`src/rtl/hhc_pkg.sv`:
```
package hhc_pkg;

  typedef enum logic [1:0] {
    MODE_TRACK  = 2'd0,
    MODE_HOLD   = 2'd1,
    MODE_FREEZE = 2'd2
  } hold_mode_e;

  function automatic logic [4:0] clamp_code(input logic [4:0] code, input logic [4:0] limit);
    return (code > limit) ? limit : code;
  endfunction

endpackage

```
`src/rtl/hhc_loss.sv`:
```
module hhc_loss #(
  parameter int NUM_IN  = 4,
  parameter bit FOS_USE = 1'b1
) (
  input  logic [NUM_IN-1:0] los,
  input  logic [NUM_IN-1:0] fos,
  output logic              all_bad
);

  logic [NUM_IN-1:0] unusable;

  for (genvar i = 0; i < NUM_IN; i++) begin : g_in
    if (FOS_USE) begin : g_q
      assign unusable[i] = los[i] | fos[i];
    end else begin : g_l
      assign unusable[i] = los[i];
    end


    always_comb begin
      if (all_bad) begin
        input_flagged_chk: assert (los[i] || (FOS_USE && fos[i]));
      end
    end
  end

  assign all_bad = &unusable;

endmodule

```
`src/rtl/hhc_window.sv`:
```
module hhc_window #(
  parameter int CW_W      = 16,
  parameter int DEPTH_LG2 = 5
) (
  input  logic            clk,
  input  logic            rst,
  input  logic            wr_req,
  input  logic            clr,
  input  logic [CW_W-1:0] cw_in,
  input  logic [4:0]      del_code,
  input  logic [4:0]      avg_code,
  output logic            hist_valid,
  output logic [CW_W-1:0] avg
);
  import hhc_pkg::*;

  localparam int AW    = DEPTH_LG2;
  localparam int DEPTH = 1 << AW;
  localparam int SUMW  = CW_W + AW;
  localparam logic [4:0] MAXC = 5'(AW - 1);
  localparam logic [AW:0] FULL = (AW+1)'(DEPTH);

  logic [CW_W-1:0] mem [DEPTH];
  logic [AW-1:0]   wp_q, in_addr, out_addr;
  logic [AW:0]     fill_q, dspan, aspan;
  logic [AW+1:0]   need;
  logic [SUMW-1:0] sum_q, add_v, sub_v;
  logic [4:0]      dq, aq, dcl, acl;
  logic            chg, we, add_en, sub_en;

  assign dcl   = clamp_code(dq, MAXC);
  assign acl   = clamp_code(aq, MAXC);
  assign dspan = {{AW{1'b0}}, 1'b1} << dcl;
  assign aspan = {{AW{1'b0}}, 1'b1} << acl;
  assign need  = {1'b0, dspan} + {1'b0, aspan};
  assign chg   = (del_code != dq) || (avg_code != aq);
  assign we    = wr_req && !chg && !clr;

  assign in_addr  = wp_q - dspan[AW-1:0];
  assign out_addr = wp_q - dspan[AW-1:0] - aspan[AW-1:0];
  assign add_en   = fill_q >= dspan;
  assign sub_en   = {1'b0, fill_q} >= need;
  assign add_v    = add_en ? SUMW'(mem[in_addr])  : '0;
  assign sub_v    = sub_en ? SUMW'(mem[out_addr]) : '0;

  always_ff @(posedge clk) begin
    if (we) mem[wp_q] <= cw_in;
  end

  always_ff @(posedge clk) begin
    if (rst) begin
      wp_q   <= '0;
      fill_q <= '0;
      sum_q  <= '0;
      dq     <= '0;
      aq     <= '0;
    end else begin
      dq <= del_code;
      aq <= avg_code;
      if (clr || chg) begin
        fill_q <= '0;
        sum_q  <= '0;
      end else if (we) begin
        wp_q   <= wp_q + 1'b1;
        fill_q <= (fill_q == FULL) ? fill_q : fill_q + 1'b1;
        sum_q  <= sum_q + add_v - sub_v;
      end
    end
  end

  assign hist_valid = {1'b0, fill_q} >= need;
  assign avg        = CW_W'(sum_q >> acl);


  hist_clear_chk: assert property (@(posedge clk) disable iff (rst)
    (clr || chg) |=> !hist_valid);


  fill_bound_chk: assert property (@(posedge clk) disable iff (rst)
    we |=> (fill_q != '0));

endmodule

```
`src/rtl/hhc_fsm.sv`:
```
module hhc_fsm #(
  parameter int CW_W     = 16,
  parameter int RAMP_DIV = 8
) (
  input  logic            clk,
  input  logic            rst,
  input  logic            all_bad,
  input  logic            cw_valid,
  input  logic [CW_W-1:0] cw_in,
  input  logic            hist_valid,
  input  logic [CW_W-1:0] avg,
  output logic [CW_W-1:0] cw_out,
  output logic [1:0]      mode_o,
  output logic            wr_req,
  output logic            clr
);
  import hhc_pkg::*;

  localparam int CNTW = $clog2(RAMP_DIV);
  localparam logic [CNTW-1:0] LAST = CNTW'(RAMP_DIV - 1);

  hold_mode_e          mode_q;
  logic [CW_W-1:0]     cw_q, tgt_q, stp, ramp_nx;
  logic [CNTW-1:0]     cnt_q;
  logic signed [CW_W:0] diff;
  logic [CW_W:0]       mag;

  always_comb begin
    diff = $signed({1'b0, tgt_q}) - $signed({1'b0, cw_q});
    mag  = diff[CW_W] ? $unsigned(-diff) : $unsigned(diff);
    stp  = CW_W'(mag >> 4);
    if (stp == '0)       ramp_nx = tgt_q;
    else if (diff[CW_W]) ramp_nx = cw_q - stp;
    else                 ramp_nx = cw_q + stp;
  end

  always_ff @(posedge clk) begin
    if (rst) begin
      mode_q <= MODE_TRACK;
      cw_q   <= '0;
      tgt_q  <= '0;
      cnt_q  <= '0;
    end else begin
      case (mode_q)
        MODE_TRACK: begin
          if (all_bad) begin
            cnt_q  <= '0;
            tgt_q  <= avg;
            mode_q <= hist_valid ? MODE_HOLD : MODE_FREEZE;
          end else if (cw_valid) begin
            cw_q <= cw_in;
          end
        end
        MODE_HOLD: begin
          if (!all_bad) begin
            mode_q <= MODE_TRACK;
          end else if (cnt_q == LAST) begin
            cnt_q <= '0;
            cw_q  <= ramp_nx;
          end else begin
            cnt_q <= cnt_q + 1'b1;
          end
        end
        MODE_FREEZE: begin
          if (!all_bad) mode_q <= MODE_TRACK;
        end
        default: mode_q <= MODE_TRACK;
      endcase
    end
  end

  assign cw_out = cw_q;
  assign mode_o = mode_q;
  assign wr_req = (mode_q == MODE_TRACK) && cw_valid && !all_bad;
  assign clr    = (mode_q != MODE_TRACK) && !all_bad;


  track_follow_chk: assert property (@(posedge clk) disable iff (rst)
    (mode_q == MODE_TRACK && cw_valid && !all_bad) |=> (cw_out == $past(cw_in)));


  entry_keep_chk: assert property (@(posedge clk) disable iff (rst)
    (mode_q == MODE_TRACK && all_bad) |=> ($stable(cw_out) && mode_o != 2'd0));


  ramp_no_overshoot_chk: assert property (@(posedge clk) disable iff (rst)
    (mode_q == MODE_HOLD && all_bad && cw_q <= tgt_q) |=> (cw_q <= tgt_q && $stable(tgt_q)));


  freeze_steady_chk: assert property (@(posedge clk) disable iff (rst)
    (mode_q == MODE_FREEZE && all_bad) |=> ($stable(cw_out) && mode_o == 2'd2));


  resume_chk: assert property (@(posedge clk) disable iff (rst)
    (mode_q != MODE_TRACK && !all_bad) |=> (mode_o == 2'd0 && !hist_valid));

endmodule

```
`src/rtl/hold_hist_ctrl.sv`:
```
module hold_hist_ctrl #(
  parameter int CW_W      = 16,
  parameter int NUM_IN    = 4,
  parameter bit FOS_USE   = 1'b1,
  parameter int DEPTH_LG2 = 5,
  parameter int RAMP_DIV  = 8
) (
  input  logic              clk,
  input  logic              rst,
  input  logic              cw_valid,
  input  logic [CW_W-1:0]   cw_in,
  input  logic [NUM_IN-1:0] los,
  input  logic [NUM_IN-1:0] fos,
  input  logic [4:0]        del_code,
  input  logic [4:0]        avg_code,
  output logic [CW_W-1:0]   cw_out,
  output logic [1:0]        mode,
  output logic              hist_valid
);

  logic            all_bad, wr_req, clr;
  logic [CW_W-1:0] avg;

  hhc_loss #(.NUM_IN(NUM_IN), .FOS_USE(FOS_USE)) u_loss (
    .los(los), .fos(fos), .all_bad(all_bad)
  );

  hhc_window #(.CW_W(CW_W), .DEPTH_LG2(DEPTH_LG2)) u_win (
    .clk(clk), .rst(rst), .wr_req(wr_req), .clr(clr), .cw_in(cw_in),
    .del_code(del_code), .avg_code(avg_code),
    .hist_valid(hist_valid), .avg(avg)
  );

  hhc_fsm #(.CW_W(CW_W), .RAMP_DIV(RAMP_DIV)) u_fsm (
    .clk(clk), .rst(rst), .all_bad(all_bad), .cw_valid(cw_valid),
    .cw_in(cw_in), .hist_valid(hist_valid), .avg(avg),
    .cw_out(cw_out), .mode_o(mode), .wr_req(wr_req), .clr(clr)
  );

endmodule

```
`config.mk`:
```
export PLATFORM = sky130hd
export DESIGN_NAME = hold_hist_ctrl
export DESIGN_NICKNAME = d
export VERILOG_FILES = /design/src/rtl/hhc_pkg.sv /design/src/rtl/hhc_loss.sv /design/src/rtl/hhc_window.sv /design/src/rtl/hhc_fsm.sv /design/src/rtl/hold_hist_ctrl.sv
export SDC_FILE = /design/constraint.sdc
export NUM_CORES = 1
export LEC_CHECK = 0
export BUFFER_PORTS_ARGS = -buffer_cell sky130_fd_sc_hd__buf_2
export CORE_ASPECT_RATIO = 1.1
export CORE_MARGIN = 2
export CORE_UTILIZATION = 25
export DETAILED_ROUTE_END_ITERATION = 10
export PLACE_DENSITY_LB_ADDON = 0.05
export SLEW_MARGIN = 20
export SYNTH_ARGS = -nofsm -noshare
export SYNTH_HDL_FRONTEND = slang
export SYNTH_SLANG_ARGS = --single-unit
```
`constraint.sdc`:
```
create_clock -name clk -period 15.45 [get_ports clk]
set_clock_uncertainty 0.1 [all_clocks]
set_input_delay 2.3175 -clock clk [delete_from_list [all_inputs] [get_ports clk]]
set_output_delay 2.3175 -clock clk [all_outputs]
set_load 0.02 [all_outputs]
```
==> results.md, run 1 <==
- Status: finished clean
- Most common cell after layout, fill and taps aside: edfxtp_1
- Fmax: 104 MHz
- Commonest register cell after synthesis: edfxtp_1
- Max FO, Critical Path: 48
- Commonest cells after routing, fill and taps aside: 512 x edfxtp_1, 326 x mux4_2, 107 x nor2_1, 99 x inv_1, 87 x ha_1
- Unrepaired setup endpoints after global routing: no
- Worst-Skew Late Latency: 0.67 ns
- Hold WC Path Type: reg -> reg
- Post-route minimum period: 9.66 ns
- Die width: 344 um
- Die Y: 378 um
- CP endpoint kind: flop
- Syn-to-layout area delta: 15.7%
- PnR worst setup slack: 5.79 ns
- Postcts setup bufs: 0
- DP Wirelength: 71400 um
- Pwr/cell area: 134 mW/mm2
- Worst EP required: 15.93 ns
- TritonCTS clock tree: yes
- FP Rows: 137
- Gpl congestion: 0.763
- WL/cell: 29.7 um
- Area leader, netlist: edfxtp_1
- Endpoints failing hold: 0
- Drc violations: 0
- Post-Layout Cell Count: 3824
- All-Layer GR Usage: 17.7%
- Setup TNS: 0 ns
- Setup slack at placement: 5.63 ns
- Area share of the largest cell type after synthesis: 48.5%
- DRT iter0 DRCs: 1580
- CTS sink count: 590
- First-pass GRT wire length: 158000 um
- Synthesized area: 0.0317 mm2
- Cts hold-fix bufs: 0
- CTS H-tree depth: 3
- Total gr overflow: 0
- Async SR Flop Fraction: 0%
- 1st-pass router iterations: 5
- Post-synth EDFFs: 512
- Final wirelength: 114000 um
- Final #Nets: 2245
- Final Max Slew Viols: 0
- Instance count of the mapped netlist: 2015
- Num ports: 56
- WS Path Type: reg -> reg
- Period utilization: 62.5%
- Syn Area/Cell: 15.7 um2
- Slew HR: 30.6%
- Maxcap violations: 0
- Largest cells by area after synthesis: edfxtp_1 48%, mux4_2 23%, dfxtp_1 4.9%, ha_1 3.5%, mux2i_1 1.9%
- Vias/cell: 4.97
- Port Buf Inserts: 55
- Largest net degree at the start of global routing: 111
- Starting Density: 25.1%
- Met1 usage: 23.2%
- P_leak: 12.1 nW
- Fillers: 12500
- Share of cells above drive strength 1: 30.1%
- #FFs+latches synth: 590
- Number of global-route vias before repair: 20000
- Cts bufs inserted: 74
- Unique masters post-synth: 83
- Post-CTS sizing: 0
- CTS Root Buffer Type: clkbuf_16
- Sequential area share after synthesis: 53.4%
- Met2 Usage GRT: 29.8%
- Initial antenna violation count: 7
- Synth warnings: 0
- Via count: 19000
- Die footprint: 0.130 mm2
- Top Usage Layer GRT: met2
- Multi-input logic area: 0.0141 mm2
- Actual slew at the worst max-slew pin: 1.04 ns
- Storage cell area: 0.0169 mm2
- Final setup fails: 0
- Met3 Use GR: 3.17%
- CP arrival: 10.13 ns
- Clk buf depth: 3
- Clk slew on worst S/H paths: 0.06 ns
- DRT antenna net count: 0
- Startpoint types: flop
- Final instance area: 0.0367 mm2
- Placed insts: 3690
- Core ar.: 0.126 mm2
- Peak VDD IR: 70.5 uV
- Placement-stage cell area: 0.0343 mm2
[power by group]
| group | leakage, nW | total (W) | switching (W) | internal (W) |
|---|---|---|---|---|
| combinational | 5.71 | 0.00144 | 0.000815 | 0.000627 |
| clock | 1.14 | 0.00173 | 0.000717 | 0.00101 |
| sequential | 5.24 | 0.00176 | 0.0000173 | 0.00174 |
| total | 12.1 | 0.00493 | 0.00155 | 0.00338 |
[critical path: stages, from the launching register on]
cell	delay [ns]
dfxtp_1	0.31
nor3_1	0.69
inv_1	0.17
nor3_1	0.46
ha_4	0.20
inv_1	0.06
fa_4	0.88
fa_4	1.41
buf_4	0.77
mux4_2	0.42
mux4_2	0.52
mux2i_1	0.16
nor2_1	0.08
fa_1	0.54
inv_1	0.06
ha_1	0.27
a21o_1	0.18
a21oi_1	0.22
o21bai_1	0.12
o41a_1	0.36
a31o_2	0.28
a31oi_1	0.38
o21ai_0	0.17
o211ai_1	0.16
o21ai_0	0.17
xnor2_1	0.14
a221oi_1	0.24
[Yosys cell counts (all sizes together) (28+ instances only)]
cell type,n
a211oi,39
a21oi,68
buf,28
clkbuf,87
dfxtp,78
edfxtp,512
ha,89
inv,101
mux2i,61
mux4,326
nand2,74
nor2,139
nor2b,28
o21ai,52
xnor2,49
[cell families after synthesis]
family          synth area share [%]
buf+inv                         2.73
other cells                   0.0237
simple gates                    5.61
xor+xnor                        2.10
mux                             25.2
flops                           53.4
compound gates                  6.11
fa+ha+maj                       4.84
[final timing paths]
kind,from,endpoint,slack [ns],cells past startpoint
worst max-delay path,u_win.dq[2]$_SDFF_PP0_,u_win.sum_q[19]$_SDFFE_PP0P_,5.79,26
worst min-delay path,u_win.sum_q[19]$_SDFFE_PP0P_,u_win.sum_q[19]$_SDFFE_PP0P_,0.40,2
worst max register to register,u_win.dq[2]$_SDFF_PP0_,u_win.sum_q[19]$_SDFFE_PP0P_,5.79,26
worst min register to register,u_win.sum_q[19]$_SDFFE_PP0P_,u_win.sum_q[19]$_SDFFE_PP0P_,0.40,2
[sequential cells by signal, summed over array words and instances (netlist names)]
name	count
u_fsm.cnt_q	3
u_fsm.cw_out	16
u_fsm.mode_o	2
u_fsm.tgt_q	16
u_win.aq	5
u_win.dq	5
u_win.fill_q	6
u_win.mem	512
u_win.sum_q	20
u_win.wp_q	5
[metal layers]
layer  wire (um)  up-vias
met5           0        -
met4        2380        0
met3        5470      110
met2       56000      483
met1       49700    10100
li1            -     8271
[cell type report]
cell class                 instances  area share [%]
antenna                            4          0.0273
multi-input combinational       1208            38.5
tap                             1668            5.69
inverter                         103            1.05
clock inverter                    30           0.900
timing repair buffer             121            2.17
sequential                       590            46.2
clock buffer                     100            5.48
[per-stage QoR]
step	power, W	hold WS, ns	utilization (%)
after detailed placement	0.00326	0.386	27.2
after floorplan	0.00280	0.360	-
after global placement	0.00326	0.377	27.2
after global routing	0.00517	0.429	29.0
final	0.00493	0.399	29.0
after CTS	0.00502	0.399	29.0
Power figures use the tool's default switching activity.
==> run 2: changes to the inputs <==
==> constraint.sdc (replaced) <==
create_clock -name clk -period 8.15 [get_ports clk]
set_clock_uncertainty 0.1 [all_clocks]
set_input_delay 1.2225 -clock clk [delete_from_list [all_inputs] [get_ports clk]]
set_output_delay 1.2225 -clock clk [all_outputs]
set_load 0.02 [all_outputs]
==> run 2 against run 1 <==
Effect of this change:
- clock-buffer cell count down 7
- via count up 0.18%
- worst hold slack worse by 0.0027 ns
- worst setup slack worse by 5.3 ns
- final area up 0.18%
==> results.md, run 2 (synthesis gave the netlist of run 1 again) <==
- Fmax: 130 MHz
- CTS H-tree depth: 3
- Via count: 19000
- Maxcap violations: 0
- Final setup fails: 0
- Drc violations: 0
- CP arrival: 8.17 ns
- Final wirelength: 113000 um
- Final #Nets: 2258
- Final Max Slew Viols: 0
- TritonCTS clock tree: yes
- WL/cell: 29.5 um
- Reg2reg end: u_win.sum_q[18]$_SDFFE_PP0P_
- Hold WC Path Type: reg -> reg
- Largest net degree at the start of global routing: 114
- Core ar.: 0.126 mm2
- Hold EP: u_win.sum_q[0]$_SDFFE_PP0P_
- Max FO, Critical Path: 46
- Syn-to-layout area delta: 15.9%
- Placed insts: 3703
- Max reg flops: 512
- Starting Density: 25.1%
- Clk buf depth: 3
- Pwr/cell area: 251 mW/mm2
- Total gr overflow: 0
- Peak VDD IR: 136 uV
- Die width: 344 um
- Clk slew on worst S/H paths: 0.06 ns
- Status: finished clean
- Worst R2R Path Depth: 27
- Worst-Skew Late Latency: 0.67 ns
- Origin of the critical flop-to-flop path: u_win.dq[2]$_SDFF_PP0_
- Fillers: 12600
- Setup TNS: 0 ns
- Worst EP required: 8.63 ns
- DRT antenna net count: 0
- Startpoint types: flop
- Cts bufs inserted: 74
- Slew HR: 31.9%
- 1st-pass router iterations: 7
- WS Path Type: reg -> reg
- All-Layer GR Usage: 17.6%
- DP Wirelength: 71100 um
- Cts hold-fix bufs: 0
- P_leak: 12.1 nW
- Actual slew at the worst max-slew pin: 1.02 ns
- Top Registers: u_win.mem: 512 flops, u_win.sum_q: 20 flops
- Unrepaired setup endpoints after global routing: no
- Initial antenna violation count: 5
- Share of cells above drive strength 1: 30.8%
- Die Y: 378 um
- CP startpoint: u_win.dq[2]$_SDFF_PP0_
- Commonest cells after routing, fill and taps aside: 512 x edfxtp_1, 326 x mux4_2, 107 x nor2_1, 99 x inv_1, 87 x ha_1
- Post-Layout Cell Count: 3842
- Gpl congestion: 0.788
- Hold Startpoint: u_win.sum_q[0]$_SDFFE_PP0P_
- Most flop-heavy register: u_win.mem
- Most common cell after layout, fill and taps aside: edfxtp_1
- CTS sink count: 590
- FP Rows: 137
- Reg2reg setup slack: 0.46 ns
- Number of global-route vias before repair: 19900
- Port Buf Inserts: 55
- Die footprint: 0.130 mm2
- Period utilization: 94.3%
- Endpoints failing hold: 0
- DRT iter0 DRCs: 1543
- First-pass GRT wire length: 159000 um
- CTS Root Buffer Type: clkbuf_16
- Post-route minimum period: 7.69 ns
- CP endpoint kind: flop
- Worst hold stages: 2
- Num ports: 56
- Vias/cell: 4.95
-- run 2: layout make-up --
class	count	area [um2]	area share [%]
antenna	3	7.51	0.0204
clock buffer	93	1920	5.23
clock inverter	43	318	0.865
inverter	103	387	1.05
multi-input combinational	1208	14100	38.4
sequential	590	16900	46.1
tap	1668	2090	5.68
timing repair buffer	134	968	2.64
-- run 2: timing repair --
| action | CTS | global route |
|---|---|---|
| endpoints found under the hold margin | 0 | 0 |
| setup buffers | 0 | 0 |
| endpoints found under the setup margin | 0 | 2 |
| gates resized for setup | 0 | 2 |
-- run 2: power by group --
part	internal, W	leakage [nW]	switching, W	total, W
combinational	0.00122	5.80	0.00157	0.00279
sequential	0.00330	5.24	0.0000320	0.00333
clock	0.00172	1.09	0.00138	0.00310
-- run 2: per-layer routing --
layer	up-vias	wire length, um	GRT usage, %
met5	-	0	0
met4	0	2150	4.48
met3	112	4420	2.44
met2	401	55900	29.7
met1	10200	50700	23.8
li1	8309	-	-
-- run 2: per-stage QoR --
step                      util [%]  total power [W]  setup slack, ns  hold WS, ns  cell area, um2
after CTS                     29.1          0.00940            0.332        0.400           36700
after floorplan                  -          0.00531           0.0651        0.360           31700
final                         29.1          0.00922            0.463        0.396           36800
after detailed placement      27.3          0.00623            0.355        0.385           34500
after global routing          29.1          0.00969           0.0309        0.440           36700
after global placement        27.3          0.00624            0.331        0.375           34500
-- run 2: worst max-delay path by stage --
stage,slack [ns],cells past startpoint,endpoint
after floorplan,0.07,31,u_win.sum_q[19]$_SDFFE_PP0P_
after global placement,0.33,27,u_win.sum_q[19]$_SDFFE_PP0P_
after detailed placement,0.36,27,u_win.sum_q[19]$_SDFFE_PP0P_
after CTS,0.33,27,u_win.sum_q[19]$_SDFFE_PP0P_
after global routing,0.03,27,u_win.sum_q[19]$_SDFFE_PP0P_
final,0.46,27,u_win.sum_q[18]$_SDFFE_PP0P_
-- run 2: critical path, cell delays in order (launching register included) --
cell and delay, ns:
dfxtp_1 0.32, nor3_1 0.25, inv_1 0.12, nor3_1 0.18
buf_4 0.17, ha_4 0.11, inv_1 0.06, fa_4 0.67
fa_4 0.88, buf_12 0.34, buf_4 0.36, mux4_2 0.35
mux4_2 0.52, mux2i_1 0.37, nor2_1 0.11, fa_1 0.49
inv_1 0.05, ha_1 0.36, a21o_1 0.20, a21o_1 0.18
a21o_1 0.20, or3_1 0.30, o21ai_0 0.23, o21ai_0 0.14
nor2_1 0.13, xnor2_1 0.13, nor3_1 0.06, a211oi_1 0.17
==> run 3: changes to the inputs <==
--- a/config.mk
+++ b/config.mk
@@ -6,11 +6,13 @@
 export NUM_CORES = 1
 export LEC_CHECK = 0
 export BUFFER_PORTS_ARGS = -buffer_cell sky130_fd_sc_hd__buf_2
+export CAP_MARGIN = 0
 export CORE_ASPECT_RATIO = 1.1
 export CORE_MARGIN = 2
 export CORE_UTILIZATION = 25
 export DETAILED_ROUTE_END_ITERATION = 10
 export PLACE_DENSITY_LB_ADDON = 0.05
+export RECOVER_POWER = 25
 export SLEW_MARGIN = 20
 export SYNTH_ARGS = -nofsm -noshare
 export SYNTH_HDL_FRONTEND = slang
==> run 3 against run 2 <==
Effect of this change:
- the flow now finishes with violations (max-capacitance violations, max-slew violations)
- clock-buffer cell count unchanged
- sequential cell count unchanged
- combinational power barely moved
- via count is 0.30% higher
- critical path depth is the same
- worst hold slack got worse by 0.00071 ns
- maximum frequency hardly changed
- non-clock buffer count stayed put
- first-iteration DRC count shrank 2.3%
- critical endpoint unchanged
- largest power group unchanged
==> results.md, run 3 (synthesis gave the netlist of run 1 again) <==
- Num ports: 56
- Most common cell after layout, fill and taps aside: edfxtp_1
- Startpoint types: flop
- Final Max Slew Viols: 343
- Endpoints failing hold: 0
- Most flop-heavy register: u_win.mem
- Cts hold-fix bufs: 0
- DRT iter0 DRCs: 1507
- TritonCTS clock tree: yes
- Max FO, Critical Path: 46
- Commonest cells after routing, fill and taps aside: 512 x edfxtp_1, 326 x mux4_2, 107 x nor2_1, 99 x inv_1, 87 x ha_1
- 1st-pass router iterations: 7
- Pwr/cell area: 251 mW/mm2
- Post-route minimum period: 7.69 ns
- Cts bufs inserted: 74
- FP Rows: 137
- Vias/cell: 4.96
- Sequential cell fraction of total power: 36.1%
- Max reg flops: 512
- Largest net degree at the start of global routing: 114
- Setup TNS: 0 ns
- Logic pwr share: 30.3%
- Number of global-route vias before repair: 19900
- CP arrival: 8.17 ns
- Die width: 344 um
- Initial antenna violation count: 5
- CP endpoint kind: flop
- Gpl congestion: 0.788
- Actual slew at the worst max-slew pin: 1.90 ns
- Maxcap violations: 10
- Final #Nets: 2258
- Status: finished with violations
- Total gr overflow: 0
- Period utilization: 94.3%
- Peak VDD IR: 136 uV
- Share of cells above drive strength 1: 30.3%
- Failing checks: max-capacitance violations, max-slew violations
- DP Wirelength: 71100 um
- First-pass GRT wire length: 159000 um
- All-Layer GR Usage: 17.6%
- NetSw: 0.00298 W
- Die footprint: 0.130 mm2
- Via count: 19100
- DRT antenna net count: 0
- Core ar.: 0.126 mm2
- Top Registers: u_win.mem: 512 flops, u_win.sum_q: 20 flops
- Worst-Skew Late Latency: 0.67 ns
- Final setup fails: 0
- Slew HR: -26.5%
- Hold WC Path Type: reg -> reg
- CTS H-tree depth: 3
- Unrepaired setup endpoints after global routing: no
- P_leak: 12.1 nW
- WHS: 0.395 ns
- WS Path Type: reg -> reg
- Fmax: 130 MHz
- Cell Int Power: 0.00624 W
- Clk buf depth: 3
- Clk slew on worst S/H paths: 0.06 ns
- Die Y: 378 um
- Final wirelength: 113000 um
- CTS sink count: 590
- Starting Density: 25.1%
- Drc violations: 0
- WL/cell: 29.5 um
- CTS Root Buffer Type: clkbuf_16
- Sw Ratio: 32.3%
- Port Buf Inserts: 55
- Clock power frac: 33.6%
- Worst EP required: 8.63 ns
- Syn-to-layout area delta: 15.8%
[run 3: changes by cell type in the layout (fill, tap and decap cells not counted), sizes merged]
| cell | before | now |
|---|---|---|
| buf | 134 | 124 |
| clkbuf | 93 | 103 |
| diode | 3 | 4 |
[run 3: worst paths after layout]
path	depth (start not counted)	slack [ns]	start	end
worst min-delay path	2	0.40	u_win.sum_q[0]$_SDFFE_PP0P_	u_win.sum_q[0]$_SDFFE_PP0P_
worst max register to register	27	0.46	u_win.dq[2]$_SDFF_PP0_	u_win.sum_q[18]$_SDFFE_PP0P_
worst min register to register	2	0.40	u_win.sum_q[0]$_SDFFE_PP0P_	u_win.sum_q[0]$_SDFFE_PP0P_
worst max-delay path	27	0.46	u_win.dq[2]$_SDFF_PP0_	u_win.sum_q[18]$_SDFFE_PP0P_
[run 3: layer usage]
metal	global-route usage, %	up-vias	part of all wire [%]
met4	4.48	0	1.8
met3	2.44	106	3.9
met1	23.8	10200	45
met5	0	-	0
li1	-	8311	-
met2	29.7	433	50
[run 3: layout make-up]
class	instances	area, um2
antenna	4	10.0
clock buffer	93	1920
clock inverter	43	318
fill	12600	89600
inverter	103	387
multi-input combinational	1208	14100
sequential	590	16900
tap	1668	2090
timing repair buffer	134	951
[run 3: through the flow]
stage               total power, W  std cells  setup slack [ns]  utilization (%)  instance area, um2
finish                     0.00922       3843             0.461             29.1               36700
global route               0.00969       3840            0.0309             29.1               36700
CTS                        0.00940       3839             0.332             29.1               36700
detailed placement         0.00623       3703             0.355             27.3               34500
global placement           0.00624       3703             0.331             27.3               34500
floorplan                  0.00531       2016            0.0651                -               31700
[run 3: critical path, stage by stage (launching register included)]
cell	delay, ns
dfxtp_1	0.32
nor3_1	0.25
inv_1	0.12
nor3_1	0.18
buf_4	0.17
ha_4	0.11
inv_1	0.06
fa_4	0.67
fa_4	0.88
buf_12	0.34
buf_4	0.36
mux4_2	0.35
mux4_2	0.53
mux2i_1	0.36
nor2_1	0.11
fa_1	0.49
inv_1	0.05
ha_1	0.36
a21o_1	0.20
a21o_1	0.18
a21o_1	0.20
or3_1	0.30
o21ai_0	0.23
o21ai_0	0.14
nor2_1	0.13
xnor2_1	0.13
nor3_1	0.06
a211oi_1	0.17
[run 3: what timing repair did]
action | in CTS | in global routing
setup buffers | 0 | 0
resized for setup | 0 | 2
setup endpoints to repair | 0 | 2
[run 3: power groups by stage]
stage | clock network, W | registers [W] | logic [W]
3_5_place_dp | 0 | 0.00340 | 0.00283
3_3_place_gp | 0 | 0.00340 | 0.00284
4_1_cts | 0.00322 | 0.00333 | 0.00284
5_1_grt | 0.00332 | 0.00333 | 0.00304
6_report | 0.00310 | 0.00333 | 0.00279
2_1_floorplan | 0 | 0.00338 | 0.00192
